$ cat config.mk
export PLATFORM = sky130hd
export DESIGN_NAME = mdio_frame_master
export DESIGN_NICKNAME = d
export VERILOG_FILES = /design/src/rtl/mdio_master_pkg.sv /design/src/rtl/mdio_phase_timer.sv /design/src/rtl/mdio_frame_seq.sv /design/src/rtl/mdio_rx_shift.sv /design/src/rtl/mdio_frame_master.sv
export SDC_FILE = /design/constraint.sdc
export NUM_CORES = 1
export LEC_CHECK = 0
export BUFFER_PORTS_ARGS = -buffer_cell sky130_fd_sc_hd__buf_2
export CORE_ASPECT_RATIO = 0.9
export CORE_MARGIN = 5
export CORE_UTILIZATION = 51
export DETAILED_ROUTE_END_ITERATION = 6
export PLACE_DENSITY = 0.75
export SLEW_MARGIN = 20
export SYNTH_ARGS = -nofsm -noshare
export SYNTH_HDL_FRONTEND = slang
export SYNTH_HIERARCHICAL = 1
export SYNTH_SLANG_ARGS = --single-unit
$ cat constraint.sdc
create_clock -name clk -period 3.2 [get_ports clk]
set_input_delay 0.64 -clock clk [delete_from_list [all_inputs] [get_ports clk]]
set_output_delay 0.64 -clock clk [all_outputs]
set_load 0.05 [all_outputs]
$ cat src/rtl/mdio_master_pkg.sv
package mdio_master_pkg;

  // Frame segments, in transmit order.
  typedef enum logic [2:0] {
    SEG_PRE,
    SEG_HDR,
    SEG_TURN,
    SEG_DATA,
    SEG_TAIL
  } seg_e;

  // Quarter phases of one bit period: MDC low, high, high, low.
  typedef enum logic [1:0] {
    PH_LO0,
    PH_HI0,
    PH_HI1,
    PH_LO1
  } phase_e;

  localparam logic [1:0] SOF_CODE = 2'b01;
  localparam logic [1:0] OP_RD    = 2'b10;
  localparam logic [1:0] OP_WR    = 2'b01;
  localparam logic [1:0] TURN_WR  = 2'b10;

endpackage

$ cat src/rtl/mdio_phase_timer.sv
module mdio_phase_timer #(
  parameter int PHASE_W = 8
) (
  input  logic               clk,
  input  logic               rst,
  input  logic               load_i,
  input  logic [PHASE_W-1:0] len_i,
  input  logic               run_i,
  output logic               tick_o
);

  logic [PHASE_W-1:0] len_q;
  logic [PHASE_W-1:0] cyc_q;

  // Last cycle of the current quarter phase.
  assign tick_o = run_i && (cyc_q == len_q - PHASE_W'(1));

  always_ff @(posedge clk) begin
    if (rst) begin
      len_q <= PHASE_W'(1);
      cyc_q <= '0;
    end else begin
      if (load_i) begin
        len_q <= (len_i == '0) ? PHASE_W'(1) : len_i;
      end
      if (load_i || !run_i || tick_o) begin
        cyc_q <= '0;
      end else begin
        cyc_q <= cyc_q + PHASE_W'(1);
      end
    end
  end

endmodule

$ cat src/rtl/mdio_frame_seq.sv
module mdio_frame_seq
  import mdio_master_pkg::*;
#(
  parameter int ADDR_W  = 5,
  parameter int DATA_W  = 16,
  parameter int PRE_LEN = 32
) (
  input  logic              clk,
  input  logic              rst,
  input  logic              start_i,
  input  logic              rd_i,
  input  logic [ADDR_W-1:0] phy_i,
  input  logic [ADDR_W-1:0] reg_i,
  input  logic [DATA_W-1:0] wdata_i,
  input  logic              tick_i,
  output logic              accept_o,
  output logic              busy_o,
  output logic              mdc_o,
  output logic              mdo_o,
  output logic              oe_o,
  output logic              sample_o,
  output logic              done_o,
  output logic              rd_done_o
);

  localparam int HDR_LEN = 4 + 2 * ADDR_W;
  localparam int TX_W    = HDR_LEN + 2 + DATA_W;
  localparam int MAX_A   = (PRE_LEN > DATA_W) ? PRE_LEN : DATA_W;
  localparam int MAX_LEN = (MAX_A > HDR_LEN) ? MAX_A : HDR_LEN;
  localparam int CNT_W   = $clog2(MAX_LEN);

  logic              busy_q, rd_q;
  seg_e              seg_q;
  phase_e            ph_q;
  logic [CNT_W-1:0]  bit_q;
  logic [TX_W-1:0]   tx_q;
  logic              mdc_q, mdo_q, oe_q, done_q;

  logic              n_busy, n_rd, fin;
  seg_e              n_seg;
  phase_e            n_ph;
  logic [CNT_W-1:0]  n_bit;
  logic [TX_W-1:0]   n_tx;
  logic [CNT_W-1:0]  seg_last;
  logic              n_drive, n_mdc, n_mdo;

  assign accept_o = start_i && !busy_q;

  // Index of the last bit in the current segment.
  always_comb begin
    case (seg_q)
      SEG_PRE:  seg_last = CNT_W'(PRE_LEN - 1);
      SEG_HDR:  seg_last = CNT_W'(HDR_LEN - 1);
      SEG_TURN: seg_last = rd_q ? '0 : CNT_W'(1);
      SEG_DATA: seg_last = CNT_W'(DATA_W - 1);
      default:  seg_last = '0;
    endcase
  end

  always_comb begin
    n_busy = busy_q;
    n_rd   = rd_q;
    n_seg  = seg_q;
    n_ph   = ph_q;
    n_bit  = bit_q;
    n_tx   = tx_q;
    fin    = 1'b0;
    if (accept_o) begin
      n_busy = 1'b1;
      n_rd   = rd_i;
      n_seg  = SEG_PRE;
      n_ph   = PH_LO0;
      n_bit  = '0;
      n_tx   = {SOF_CODE, (rd_i ? OP_RD : OP_WR), phy_i, reg_i, TURN_WR, wdata_i};
    end else if (busy_q && tick_i) begin
      if (ph_q != PH_LO1) begin
        n_ph = phase_e'(ph_q + 2'd1);
      end else begin
        n_ph = PH_LO0;
        if (seg_q != SEG_PRE) begin
          n_tx = {tx_q[TX_W-2:0], 1'b0};
        end
        if (bit_q == seg_last) begin
          n_bit = '0;
          case (seg_q)
            SEG_PRE:  n_seg = SEG_HDR;
            SEG_HDR:  n_seg = SEG_TURN;
            SEG_TURN: n_seg = SEG_DATA;
            SEG_DATA: n_seg = SEG_TAIL;
            default: begin
              n_busy = 1'b0;
              fin    = 1'b1;
            end
          endcase
        end else begin
          n_bit = bit_q + CNT_W'(1);
        end
      end
    end
  end

  // Line levels for the next cycle, registered below.
  always_comb begin
    n_drive = n_busy && ((n_seg == SEG_PRE) || (n_seg == SEG_HDR) ||
              (!n_rd && ((n_seg == SEG_TURN) || (n_seg == SEG_DATA))));
    n_mdc   = n_busy && ((n_ph == PH_HI0) || (n_ph == PH_HI1));
    n_mdo   = n_drive && ((n_seg == SEG_PRE) || n_tx[TX_W-1]);
  end

  always_ff @(posedge clk) begin
    if (rst) begin
      busy_q <= 1'b0;
      rd_q   <= 1'b0;
      seg_q  <= SEG_PRE;
      ph_q   <= PH_LO0;
      bit_q  <= '0;
      tx_q   <= '0;
      mdc_q  <= 1'b0;
      mdo_q  <= 1'b0;
      oe_q   <= 1'b0;
      done_q <= 1'b0;
    end else begin
      busy_q <= n_busy;
      rd_q   <= n_rd;
      seg_q  <= n_seg;
      ph_q   <= n_ph;
      bit_q  <= n_bit;
      tx_q   <= n_tx;
      mdc_q  <= n_mdc;
      mdo_q  <= n_mdo;
      oe_q   <= n_drive;
      done_q <= fin;
    end
  end

  assign sample_o  = busy_q && tick_i && rd_q && (ph_q == PH_HI0) && (seg_q == SEG_DATA);
  assign rd_done_o = fin && rd_q;
  assign busy_o    = busy_q;
  assign mdc_o     = mdc_q;
  assign mdo_o     = mdo_q;
  assign oe_o      = oe_q;
  assign done_o    = done_q;

endmodule

$ cat src/rtl/mdio_rx_shift.sv
module mdio_rx_shift #(
  parameter int DATA_W = 16
) (
  input  logic              clk,
  input  logic              rst,
  input  logic              sample_i,
  input  logic              mdi_i,
  input  logic              capture_i,
  output logic [DATA_W-1:0] rd_data_o
);

  logic [DATA_W-1:0] sr_q;
  logic [DATA_W-1:0] rd_q;

  always_ff @(posedge clk) begin
    if (rst) begin
      sr_q <= '0;
      rd_q <= '0;
    end else begin
      if (sample_i) begin
        sr_q <= {sr_q[DATA_W-2:0], mdi_i};
      end
      if (capture_i) begin
        rd_q <= sr_q;
      end
    end
  end

  assign rd_data_o = rd_q;

endmodule

$ cat src/rtl/mdio_frame_master.sv
module mdio_frame_master #(
  parameter int PHASE_W = 8,
  parameter int ADDR_W  = 5,
  parameter int DATA_W  = 16,
  parameter int PRE_LEN = 32
) (
  input  logic               clk,
  input  logic               rst,
  input  logic               start_i,
  input  logic               rd_i,
  input  logic [ADDR_W-1:0]  phy_addr_i,
  input  logic [ADDR_W-1:0]  reg_addr_i,
  input  logic [DATA_W-1:0]  wdata_i,
  input  logic [PHASE_W-1:0] phase_len_i,
  input  logic               mdio_i,
  output logic               mdc_o,
  output logic               mdio_o,
  output logic               mdio_oe_o,
  output logic [DATA_W-1:0]  rd_data_o,
  output logic               busy_o,
  output logic               done_o
);

  logic accept, tick, sample, rd_done;

  mdio_phase_timer #(
    .PHASE_W (PHASE_W)
  ) timer_i (
    .clk    (clk),
    .rst    (rst),
    .load_i (accept),
    .len_i  (phase_len_i),
    .run_i  (busy_o),
    .tick_o (tick)
  );

  mdio_frame_seq #(
    .ADDR_W  (ADDR_W),
    .DATA_W  (DATA_W),
    .PRE_LEN (PRE_LEN)
  ) seq_i (
    .clk       (clk),
    .rst       (rst),
    .start_i   (start_i),
    .rd_i      (rd_i),
    .phy_i     (phy_addr_i),
    .reg_i     (reg_addr_i),
    .wdata_i   (wdata_i),
    .tick_i    (tick),
    .accept_o  (accept),
    .busy_o    (busy_o),
    .mdc_o     (mdc_o),
    .mdo_o     (mdio_o),
    .oe_o      (mdio_oe_o),
    .sample_o  (sample),
    .done_o    (done_o),
    .rd_done_o (rd_done)
  );

  mdio_rx_shift #(
    .DATA_W (DATA_W)
  ) rx_i (
    .clk       (clk),
    .rst       (rst),
    .sample_i  (sample),
    .mdi_i     (mdio_i),
    .capture_i (rd_done),
    .rd_data_o (rd_data_o)
  );

endmodule

Word level (Yosys, flattened, before mapping)
Index checks and enable logic that the tools add are counted.
{"block": "classes", "add_sub_neg": 4, "n_eq_ne": 13, "muxes": 28, "n_bitwise": 1, "n_reduce_logical": 32}
{"op": "$mux 32", "count": 4}
{"op": "$pmux 5 s4", "count": 1}
{"op": "$eq 3x2->1 const B", "count": 4}
{"op": "$mux 1", "count": 12}
{"op": "$mux 3", "count": 4}
{"op": "$pmux 3 s4", "count": 1}
{"op": "$logic_and 1x1->1", "count": 11}
{"op": "$add 8x1->8 const B", "count": 1}
{"op": "$eq 8x8->1", "count": 1}
{"op": "$logic_not 8->1", "count": 1}
{"op": "$mux 2", "count": 4}
{"op": "$mux 8", "count": 1}
{"op": "$sub 8x1->8 const B", "count": 1}
{"op": "$logic_or 1x1->1", "count": 7}
{"op": "$eq 3x1->1 const B", "count": 2}
{"op": "$logic_not 3->1", "count": 2}
{"op": "$reduce_and 3->1", "count": 2}
{"op": "$add 5x1->5 const B", "count": 1}
{"op": "$eq 5x5->1", "count": 1}
{"op": "$mux 5", "count": 1}
{"op": "$eq 2x1->1 const B", "count": 2}
{"op": "$ne 2x2->1 const B", "count": 2}
{"op": "$reduce_bool 2->1", "count": 2}
{"op": "$reduce_or 2->1", "count": 2}
{"op": "other kinds (7)", "count": 8}
{"block": "word_totals", "ff_bits": 96, "inputBits": 39, "output_inout_bits": 21, "wordCells": 94}

Longest topological paths before layout
Gate-level depths: netlist of run 1.
{"block": "depth", "ltp_word": 13, "ltp_mapped": 16, "depth_no_buf": 12}

Modules after synthesis
The synthesis of run 1 kept the hierarchy.
{"module": "mdio_frame_seq", "n_inst": 1, "cells_per_inst": 283, "area_per_inst_um2": 2203.4, "seq_area_each_um2": 960.9}
{"module": "mdio_rx_shift", "n_inst": 1, "cells_per_inst": 103, "area_per_inst_um2": 1157.4, "seq_area_each_um2": 640.6}
{"module": "mdio_phase_timer", "n_inst": 1, "cells_per_inst": 105, "area_per_inst_um2": 920.9, "seq_area_each_um2": 320.3}

Worst setup path before layout of run 1
No wires, ideal clock.
{"block": "synth_timing", "path_kind": "reg2reg", "startpoint": "reg timer_i.len_q[0]", "endpoint": "reg rx_i.rd_q[10], in the netlist rx_i/rd_data_o[10]", "setup_ns": 0.117, "t_arrival_ns": 3.190, "t_required_ns": 3.083, "slack_ns": -0.107, "stages_incl_launch_ff": 17, "n_path_buf": 4, "period_less_slack_ns": 3.307, "path_cell_list": "dfxtp_1 inv_1 ha_1 clkbuf_2 o21bai_1 a211oi_1 o21ai_0 a211oi_4 and3_1 buf_2 o2111ai_1 a32oi_1 and3_1 buf_6 buf_12 mux2i_1 nor2_1"}
{"block": "synth_between", "elab_chain_cells": 7}
{"element": "start: declaration", "line": "mdio_phase_timer.sv:12", "rtl": "logic [PHASE_W-1:0] len_q;"}
{"element": "start signal: assignment", "line": "mdio_phase_timer.sv:24", "rtl": "len_q <= (len_i == '0) ? PHASE_W'(1) : len_i;"}
{"element": "$sub 8x1->8", "line": "mdio_phase_timer.sv:16", "rtl": "assign tick_o = run_i && (cyc_q == len_q - PHASE_W'(1));"}
{"element": "$eq 8x8->1", "line": "mdio_phase_timer.sv:16"}
{"element": "$logic_and 1x1->1", "line": "mdio_phase_timer.sv:16"}
{"element": "net tick", "line": "mdio_frame_master.sv:24", "rtl": "logic accept, tick, sample, rd_done;"}
{"element": "$logic_and 1x1->1", "line": "mdio_frame_seq.sv:75", "rtl": "end else if (busy_q && tick_i) begin"}
{"element": "$mux 1", "line": "mdio_frame_seq.sv:75"}
{"element": "$mux 1", "line": "mdio_frame_seq.sv:68", "rtl": "if (accept_o) begin"}
{"element": "$logic_and 1x1->1", "line": "mdio_frame_seq.sv:137", "rtl": "assign rd_done_o = fin && rd_q;"}
{"element": "net rd_done", "line": "mdio_frame_master.sv:24"}
{"element": "end signal: assignment", "line": "mdio_rx_shift.sv:24", "rtl": "rd_q <= sr_q;"}
{"element": "end: declaration", "line": "mdio_rx_shift.sv:13", "rtl": "logic [DATA_W-1:0] rd_q;"}
The timed path passes the listed nets, and every way through them passes these cells.
A chain may end at the register's enable or synchronous reset.

Worst setup path in the final report of run 1
{"block": "layout_timing", "startpoint": "reg timer_i.len_q[0]", "endpoint": "reg rx_i.rd_q[6], in the netlist rx_i/rd_data_o[6]"}
Same word-level chain as after synthesis.

==> results of run 1 <==
## power by group through the flow
stage	sequential [uW]	combinational (uW)	clock (uW)
after floorplan	1290	129	0
after global placement	1290	191	0
after detailed placement	1290	196	0
after CTS	1260	197	856
after global routing	1270	219	910
final	1260	197	831
## worst min-delay path, stage by stage, from the launching register on
cell and delay (ns):
dfxtp_1 0.32, nand2_1 0.05, a21oi_1 0.05
## path summary, 6_finish.rpt
| check | endpoint | from | depth (start not counted) | slack (ns) |
|---|---|---|---|---|
| worst min register to register | seq_i/tx_q[16]$_SDFFE_PP0P_ | seq_i/tx_q[15]$_SDFFE_PP0P_ | 2 | 0.47 |
| worst min-delay path | seq_i/tx_q[16]$_SDFFE_PP0P_ | seq_i/tx_q[15]$_SDFFE_PP0P_ | 2 | 0.47 |
| worst max register to register | rx_i/rd_data_o[6]$_SDFFE_PP0P_ | timer_i/len_q[0]$_SDFFE_PP1P_ | 13 | 0.19 |
| worst max-delay path | rx_i/rd_data_o[6]$_SDFFE_PP0P_ | timer_i/len_q[0]$_SDFFE_PP1P_ | 13 | 0.19 |
## metrics by stage
step	power (uW)	instances	setup WS (ns)	hold WS, ns
2_1_floorplan	1420	491	0.0161	0.432
3_3_place_gp	1480	626	0.292	0.443
3_5_place_dp	1490	626	0.144	0.449
4_1_cts	2320	642	0.0744	0.462
5_1_grt	2400	642	0.0274	0.497
6_report	2290	642	0.194	0.467
## repair_timing
item	CTS	global route
endpoints found under the hold margin	0	0
gates resized for setup	0	2
setup endpoints to repair	0	16
hold buffers	0	0
## routing by layer
metal / vias to the layer above / GRT usage [%]
li1: 1800 / -
met3: 7 / 4.66
met5: - / 0
met4: 0 / 6.10
met1: 1675 / 23.3
met2: 109 / 29.5
## flip-flops by register name, summed over array words and instances, names as in the netlist
signal,cells
timer_i/len_q,8
seq_i/ph_q,2
seq_i/tx_q,32
timer_i/cyc_q,8
seq_i/mdo_o,1
seq_i/rd_q,1
seq_i/seg_q,3
seq_i/done_o,1
seq_i/mdc_o,1
rx_i/sr_q,16
seq_i/busy_o,1
seq_i/oe_o,1
rx_i/rd_data_o,16
seq_i/bit_q,5
## layout make-up
cell class,instances,area [um2]
clock inverter,4,51.3
sequential,96,1920
fill,717,3230
clock buffer,12,165
multi-input combinational,355,2180
inverter,6,22.5
timing repair buffer,70,403
tap,99,124
## cells in the final DEF, fill, tap and decap left out, drive strengths merged, types with 3 or more instances in the layout
master	synthesis	final
a22oi	3	3
nand2b	8	8
nand2	70	70
ha	5	5
buf	15	70
nor2b	5	5
nor3b	8	8
xnor2	12	12
nor3	15	15
nor2	83	83
nand3	12	12
xor2	8	8
inv	5	5
and3	4	4
a31oi	3	3
nand4	3	3
nor4	4	4
clkinv	1	3
dfxtp	96	96
o21ai	10	10
a311oi	24	24
clkbuf	19	12
a21oi	15	15
mux2i	40	40
## logic make-up after synthesis
family / Yosys count
and+or+nand+nor: 220
buffers and inverters: 40
adders and majority gates: 5
DFF: 96
xor gates and xnor gates: 20
AOI/OAI and AO/OA: 70
muxes: 40
==> reports/summary.txt, run 1 <==
Worst Tran Pin Value: 0.801 ns
Sw Ratio: 24.0%
total track usage: 18.1%
Worst-Skew Late Latency: 0.36 ns
Synth Area in Adders: 1.46%
metal2 WL: 4370 um
mux contribution to synthesized area: 9.35%
Worst setup EP type: register
crit-path cells: inv_1, ha_2, o21bai_1, a211oi_1, o21ai_1, a211oi_4, and3_1, o2111ai_1, a32oi_2, and3_1, buf_12, mux2i_1, nor2_1
CP top delay family: compound AO/OA/AOI/OAI gates
Slowest cell on crit path: dfxtp_2
Reg power frac: 55.1%
Pre-antenna DRT Iters: 5
Setup Crit Path Kind: register to register
largest net degree at the start of global routing: 43
Syn Area/Cell: 8.72 um2
max_slew headroom: 46.5%
Synth Warn #: 6
CORE AREA: 8110 um2
Max VDD drop: 0.271 mV
number of cell rows: 31
Max Freq: 0.333 GHz
Die W: 107 um
number of synthesized flops with an enable pin: 0
CTS clk-pin slew, worst paths: 0.09 ns
Final GP Congestion: 0.882
GRT overflow: 0
Initial Util: 52.8%
die area: 10300 um2
register bit total from synthesis: 96
vias per cell: 5.59
Post-synth ARST share: 0%
largest family of logic cells by synthesized area: simple AND/OR/NAND/NOR gates
top cell type's share of synthesized area: 44.9%
Avg WL per Cell: 14.3 um
Bufs on Longest Clock Path: 2
status: complete, no violations
max incr delay on CP: 0.41 ns
Pwr Density: 471 nW/um2
arrival time at the worst endpoint: 3.24 ns
Final min period: 3.01 ns
PortBufs: 59
Area Growth Syn to Fin: 13.8%
Leakage: 0.00183 uW
Crit path top cell by count: and3_1
met3 WL post-DR: 482 um
prevailing post-synth register cell: dfxtp_1
Fin Clk Skew: 0.00879 ns
post-synthesis sequential area ratio: 44.9%
Final period util: 93.9%
met1 wire length: 4260 um
root buf cell: clkbuf_8
TritonCTS clock tree: yes
Design Area, Final: 4870 um2
Pint: 1740 uW
Finished Core Util: 60.1%
Syn Inst Count: 491
CP Data Required Time: 3.44 ns
vias in the first global route: 3489
final hold vios: 0
initial antenna violation count: 0
MaxCap Viol Count: 0
DRC viols: 0
crit path buf inv count: 2
clock network power share: 36.2%
worst-path fanout max: 16
drt total wl: 9190 um
RSZ-0062 raised after global routing: no
Post-DP HPWL: 6270 um
mapped cell area: 4280 um2
Max Slew Vio Count: 0
Ports: 60
logic gate share of total power: 8.6%
diode count: 0
compound-gate portion of the synthesized area: 12.1%
worst hold path class: register to register
Yosys cell types: 47
setup tns final: 0 ns
nets: 582
layout cells sized above 1: 18.2%
Synth Area in Simple Gates: 23.2%
CTS buffer count: 9
Die Ht: 96.9 um
most common cell in the netlist: dfxtp_1
Clock Sinks: 96
CP Launch Type: register
H-Tree Level Count: 3
Post-CTS Setup Bufs: 0
top layer used by detailed routing: met4
dpl cell area: 4650 um2
Routed Antenna Nets: 0
XOR/XNOR Fraction of Synth Area: 4.09%
NetSw: 550 uW
First DRT Iteration DRCs: 179
DR vias: 3591
area leader, netlist: dfxtp_1
Synth area leaders: dfxtp_1 (45%), mux2i_1 (9.4%), nor2_1 (7.3%)
# setup viols final: 0
top post-synthesis cells by count: dfxtp_1 (96), nor2_1 (83), nand2_1 (70), mux2i_1 (40), a311oi_1 (24)
first-pass GRT wire length: 15700 um
synthesized net count: 535
Note: power is estimated with default switching activity, not from simulation.
==> inputs of run 2 (changes only) <==
--- a/config.mk
+++ b/config.mk
@@ -10,6 +10,7 @@
 export CORE_MARGIN = 5
 export CORE_UTILIZATION = 51
 export DETAILED_ROUTE_END_ITERATION = 6
+export MAX_ROUTING_LAYER = met4
 export PLACE_DENSITY = 0.75
 export SLEW_MARGIN = 20
 export SYNTH_ARGS = -nofsm -noshare
==> run 2 against run 1 <==
Clock power barely moved. Maximum frequency rose by 0.48%. Power barely moved. Worst hold slack improved by 0.0045 ns. Sequential share of layout area did not move. Sequential power barely moved. Global-route usage rose by 0.51 points. Cell count did not move. Combinational power barely moved. Largest power group unchanged. Routed wire length fell by 0.36%. Critical path type unchanged. Register-to-register slack barely moved.
==> reports/summary.txt, run 2 (synthesis results as in run 1) <==
setup tns final: 0 ns
max FFs per register: 32
First DRT Iteration DRCs: 203
arrival time at the worst endpoint: 3.23 ns
most used routing layer: met2
GRT overflow: 0
first-pass GRT wire length: 15700 um
dpl cells: 626
Max Freq: 0.334 GHz
most flop-heavy register: seq_i/tx_q
worst hold path class: register to register
Clock Sinks: 96
max_slew headroom: 48.9%
CTS clk-pin slew, worst paths: 0.09 ns
Bufs on Longest Clock Path: 2
Fin Clk Skew: 0.0100 ns
post-route insts no fill: 642
PostCTS Resize Cnt: 0
most common cell after layout, fill and taps aside: dfxtp_1
Initial Util: 52.8%
Ports: 60
vias in the first global route: 3501
Setup Crit Path Kind: register to register
nets: 582
number of cell rows: 31
die area: 10300 um2
diode count: 0
Avg WL per Cell: 14.3 um
initial antenna violation count: 0
RSZ-0062 raised after global routing: no
H-Tree Level Count: 3
DR vias: 3569
Routed Antenna Nets: 0
# setup viols final: 0
Pre-antenna DRT Iters: 4
Area Growth Syn to Fin: 13.8%
Final min period: 2.99 ns
CTS buffer count: 9
CORE AREA: 8110 um2
largest net degree at the start of global routing: 43
status: complete, no violations
Pwr Total: 2290 uW
layout cells sized above 1: 18.2%
cts hold-fix bufs: 0
CP Launch Type: register
Die W: 107 um
Post-CTS Setup Bufs: 0
Leakage: 0.00183 uW
met1 Track Usage GR: 23.4%
Post-DP HPWL: 6270 um
Final GP Congestion: 0.897
Die Ht: 96.9 um
Worst setup EP type: register
Worst-Skew Late Latency: 0.36 ns
root buf cell: clkbuf_8
MaxCap Viol Count: 0
Max Slew Vio Count: 0
met2 GRT Util: 29.5%
worst-path fanout max: 16
CP Data Required Time: 3.43 ns
Final period util: 93.5%
total track usage: 18.6%
Pwr Density: 471 nW/um2
TritonCTS clock tree: yes
R2R depth: 13
final hold vios: 0
Max VDD drop: 0.272 mV
Worst Tran Pin Value: 0.765 ns
drt total wl: 9160 um
PortBufs: 59
vias per cell: 5.56
most frequent cells in the layout: dfxtp_1 (94), nor2_1 (82), nand2_1 (70)
DRC viols: 0
Min-Delay Path Depth: 2
M3 GR Usage: 3.79%
[run 2: cell type report]
| class | instances | area, um2 |
|---|---|---|
| timing repair buffer | 70 | 403 |
| clock inverter | 4 | 51.3 |
| fill | 717 | 3230 |
| inverter | 6 | 22.5 |
| clock buffer | 12 | 165 |
| multi-input combinational | 355 | 2180 |
| sequential | 96 | 1920 |
| tap | 99 | 124 |
[run 2: where the power goes]
part	total [uW]	switching (uW)	internal [uW]
clock network	832	407	425
logic	197	114	82.9
registers	1260	29.8	1230
total	2290	551	1740
[run 2: final timing paths]
check / end / from / slack [ns]
setup / recovery: rx_i/rd_data_o[6]$_SDFFE_PP0P_ / timer_i/len_q[0]$_SDFFE_PP1P_ / 0.21
hold / removal: seq_i/tx_q[16]$_SDFFE_PP0P_ / seq_i/tx_q[15]$_SDFFE_PP0P_ / 0.47
setup reg to reg: rx_i/rd_data_o[6]$_SDFFE_PP0P_ / timer_i/len_q[0]$_SDFFE_PP1P_ / 0.21
hold reg to reg: seq_i/tx_q[16]$_SDFFE_PP0P_ / seq_i/tx_q[15]$_SDFFE_PP0P_ / 0.47
[run 2: stage by stage]
step	worst slack [ns]	area (um2)	hold slack [ns]	utilization (%)
final	0.209	4870	0.471	60.1
after global routing	0.0274	4870	0.497	60.1
after CTS	0.0744	4860	0.462	60.0
after detailed placement	0.144	4650	0.449	57.3
after global placement	0.292	4650	0.443	57.3
after floorplan	0.0161	4310	0.432	-
[run 2: critical path, stage by stage, from the launching register on]
cell	delay (ns)
dfxtp_2	0.41
inv_1	0.07
ha_2	0.24
o21bai_1	0.17
a211oi_1	0.21
o21ai_1	0.13
a211oi_4	0.26
and3_1	0.23
o2111ai_1	0.17
a32oi_2	0.26
and3_1	0.24
buf_12	0.18
mux2i_1	0.22
nor2_1	0.07
[run 2: layer usage]
| metal | part of all wire (%) | vias up |
|---|---|---|
| li1 | - | 1797 |
| met1 | 47 | 1674 |
| met2 | 48 | 90 |
| met3 | 4.7 | 8 |
| met4 | 0.87 | 0 |
| met5 | 0 | - |
==> inputs of run 3 (changes only) <==
--- a/config.mk
+++ b/config.mk
@@ -5,13 +5,14 @@
 export SDC_FILE = /design/constraint.sdc
 export NUM_CORES = 1
 export LEC_CHECK = 0
+export ABC_AREA = 1
 export BUFFER_PORTS_ARGS = -buffer_cell sky130_fd_sc_hd__buf_2
 export CORE_ASPECT_RATIO = 0.9
 export CORE_MARGIN = 5
-export CORE_UTILIZATION = 51
+export CORE_UTILIZATION = 52
 export DETAILED_ROUTE_END_ITERATION = 6
 export MAX_ROUTING_LAYER = met4
-export PLACE_DENSITY = 0.75
+export PLACE_DENSITY = 0.76
 export SLEW_MARGIN = 20
 export SYNTH_ARGS = -nofsm -noshare
 export SYNTH_HDL_FRONTEND = slang
==> run 3 against run 2 <==
First-iteration DRC count is 24% lower. Non-clock buffer count decreased by 7. Register-to-register slack better by 0.17 ns. Maximum frequency is 6.2% higher. Final area is 0.23% lower. Cell count up 19%. Global-route usage shrank 0.57 points. Critical path type unchanged.
==> reports/summary.txt, run 3 <==
arrival time at the worst endpoint: 3.08 ns
R2R depth: 20
Clock Sinks: 96
Worst setup EP type: register
Pwr Density: 469 nW/um2
CP top delay family: simple AND/OR/NAND/NOR gates
root buf cell: clkbuf_8
PostCTS Resize Cnt: 0
Final min period: 2.82 ns
vias in the first global route: 3567
RSZ-0062 raised after global routing: no
final hold vios: 0
Final GP Congestion: 0.924
first-pass GRT wire length: 15400 um
diode count: 0
# setup viols final: 0
Post-synth ARST share: 0%
number of cell rows: 31
Avg WL per Cell: 11.7 um
synthesized net count: 647
Fin Clk Skew: 0.0109 ns
Initial Util: 53.5%
Slowest cell on crit path: dfxtp_1
Ports: 60
Hold Slack: 0.468 ns
total track usage: 18.1%
H-Tree Level Count: 3
largest net degree at the start of global routing: 33
Post-DP HPWL: 6320 um
dpl cells: 745
DR vias: 3811
MaxCap Viol Count: 0
Setup Crit Path Kind: register to register
Max Slew Vio Count: 0
worst hold path class: register to register
Syn Inst Count: 603
Critical path destination: rx_i/rd_data_o[5]$_SDFFE_PP0P_
vias per cell: 5.01
Worst Tran Pin Value: 0.934 ns
max FFs per register: 32
most flop-heavy register: seq_i/tx_q
DRC viols: 0
Syn Area/Cell: 7.20 um2
layout cells sized above 1: 16.9%
CORE AREA: 8110 um2
cts hold-fix bufs: 0
post-route insts no fill: 761
Levels on crit path: 20
Synth area leaders: dfxtp_1 (44%), nand2_1 (15%), nor2_1 (9.6%)
Finished Core Util: 60.0%
r2r startpoint: timer_i/len_q[0]$_SDFFE_PP1P_
post-synthesis sequential area ratio: 44.3%
most common cell in the netlist: nand2_1
TritonCTS clock tree: yes
Yosys cell types: 39
Die Ht: 96.7 um
dpl cell area: 4650 um2
Final period util: 88.0%
Pre-antenna DRT Iters: 4
number of synthesized flops with an enable pin: 0
Max VDD drop: 0.371 mV
die area: 10300 um2
Max Freq: 0.355 GHz
top cell type's share of synthesized area: 44.3%
Synth Warn #: 6
Bufs on Longest Clock Path: 2
most common cell after layout, fill and taps aside: nand2_1
CP Data Required Time: 3.46 ns
status: complete, no violations
nets: 701
First DRT Iteration DRCs: 154
CP startpoint: timer_i/len_q[0]$_SDFFE_PP1P_
CP Launch Type: register
Leakage: 0.00214 uW
max_slew headroom: 37.7%
initial antenna violation count: 0
Design Area, Final: 4860 um2
r2r setup slk: 0.38 ns
Die W: 106 um
setup tns final: 0 ns
crit path buf inv count: 3
GRT overflow: 0
mapped cell area: 4340 um2
top post-synthesis cells by count: nand2_1 (173), nor2_1 (111), dfxtp_1 (96), inv_1 (62), nand3_1 (23)
drt total wl: 8890 um
most frequent cells in the layout: nand2_1 (173), nor2_1 (109), dfxtp_1 (96)
Area Growth Syn to Fin: 12.0%
prevailing post-synth register cell: dfxtp_1
Post-CTS Setup Bufs: 0
CTS clk-pin slew, worst paths: 0.10 ns
crit-path cells: inv_1, ha_1, xnor2_1, nor2_1, nand3_1, nor2_1, nand2_2, inv_1, nand2_2, nor2_4, nand2_1, nor2_1, nand2_1, nor2_2, nand2_1, nor2_2, buf_4, nand2_1, nand2_1, nor2_1
max incr delay on CP: 0.36 ns
CTS buffer count: 9
register bit total from synthesis: 96
area leader, netlist: dfxtp_1
PortBufs: 59
Routed Antenna Nets: 0
Crit path top cell by count: nand2_1
Worst-Skew Late Latency: 0.36 ns
worst-path fanout max: 32
R2R Path End: rx_i/rd_data_o[5]$_SDFFE_PP0P_
-- run 3: worst register-to-register path: stages (launching register included) --
cell	delay, ns
dfxtp_1	0.36
inv_1	0.10
ha_1	0.32
xnor2_1	0.13
nor2_1	0.11
nand3_1	0.09
nor2_1	0.13
nand2_2	0.09
inv_1	0.07
nand2_2	0.07
nor2_4	0.14
nand2_1	0.07
nor2_1	0.09
nand2_1	0.08
nor2_2	0.13
nand2_1	0.13
nor2_2	0.10
buf_4	0.31
nand2_1	0.10
nand2_1	0.07
nor2_1	0.06
-- run 3: cell type report --
class | count | area, um2
clock inverter | 7 | 86.3
inverter | 68 | 258
timing repair buffer | 63 | 325
multi-input combinational | 419 | 2020
tap | 99 | 124
sequential | 96 | 1920
fill | 761 | 3250
clock buffer | 9 | 124
-- run 3: routing by layer --
layer | vias up | global-route usage (%) | share of wire, %
li1 | 1998 | - | -
met1 | 1707 | 22.3 | 47
met2 | 96 | 29.4 | 47
met3 | 10 | 4.93 | 4.8
met4 | 0 | 4.58 | 0.90
met5 | - | - | 0
-- run 3: worst min-delay path by stage --
stage          slack [ns]                        start                            end  cells after the start
2_1_floorplan        0.43  seq_i/tx_q[15]$_SDFFE_PP0P_    seq_i/tx_q[16]$_SDFFE_PP0P_                      2
3_3_place_gp         0.44  seq_i/tx_q[18]$_SDFFE_PP0P_    seq_i/tx_q[19]$_SDFFE_PP0P_                      2
3_5_place_dp         0.45  seq_i/tx_q[20]$_SDFFE_PP0P_    seq_i/tx_q[20]$_SDFFE_PP0P_                      2
4_1_cts              0.46               phase_len_i[5]  timer_i/len_q[5]$_SDFFE_PP0P_                      3
5_1_grt              0.47               phase_len_i[5]  timer_i/len_q[5]$_SDFFE_PP0P_                      3
6_report             0.47  seq_i/tx_q[15]$_SDFFE_PP0P_    seq_i/tx_q[15]$_SDFFE_PP0P_                      2
-- run 3: power breakdown --
part | internal, uW | switching, uW | leakage [uW]
clock | 379 | 452 | 0.000104
sequential | 1230 | 23.4 | 0.000781
combinational | 73.6 | 124 | 0.00126
total | 1680 | 599 | 0.00214
-- run 3: cell families after synthesis --
group / after synthesis / synth area share [%]
buffers and inverters: 88 / 9.23
AND/OR/NAND/NOR: 333 / 31.9
flip-flops: 96 / 44.3
adder cells (fa/ha/maj): 5 / 1.44
AO/OA/AOI/OAI: 65 / 9.95
XOR/XNOR: 16 / 3.23
-- run 3: per-stage QoR --
| stage | power (uW) | setup slack, ns |
|---|---|---|
| after floorplan | 1420 | 0.580 |
| after global placement | 1470 | 0.510 |
| after detailed placement | 1480 | 0.403 |
| after CTS | 2310 | 0.381 |
| after global routing | 2400 | 0.120 |
| final | 2280 | 0.383 |
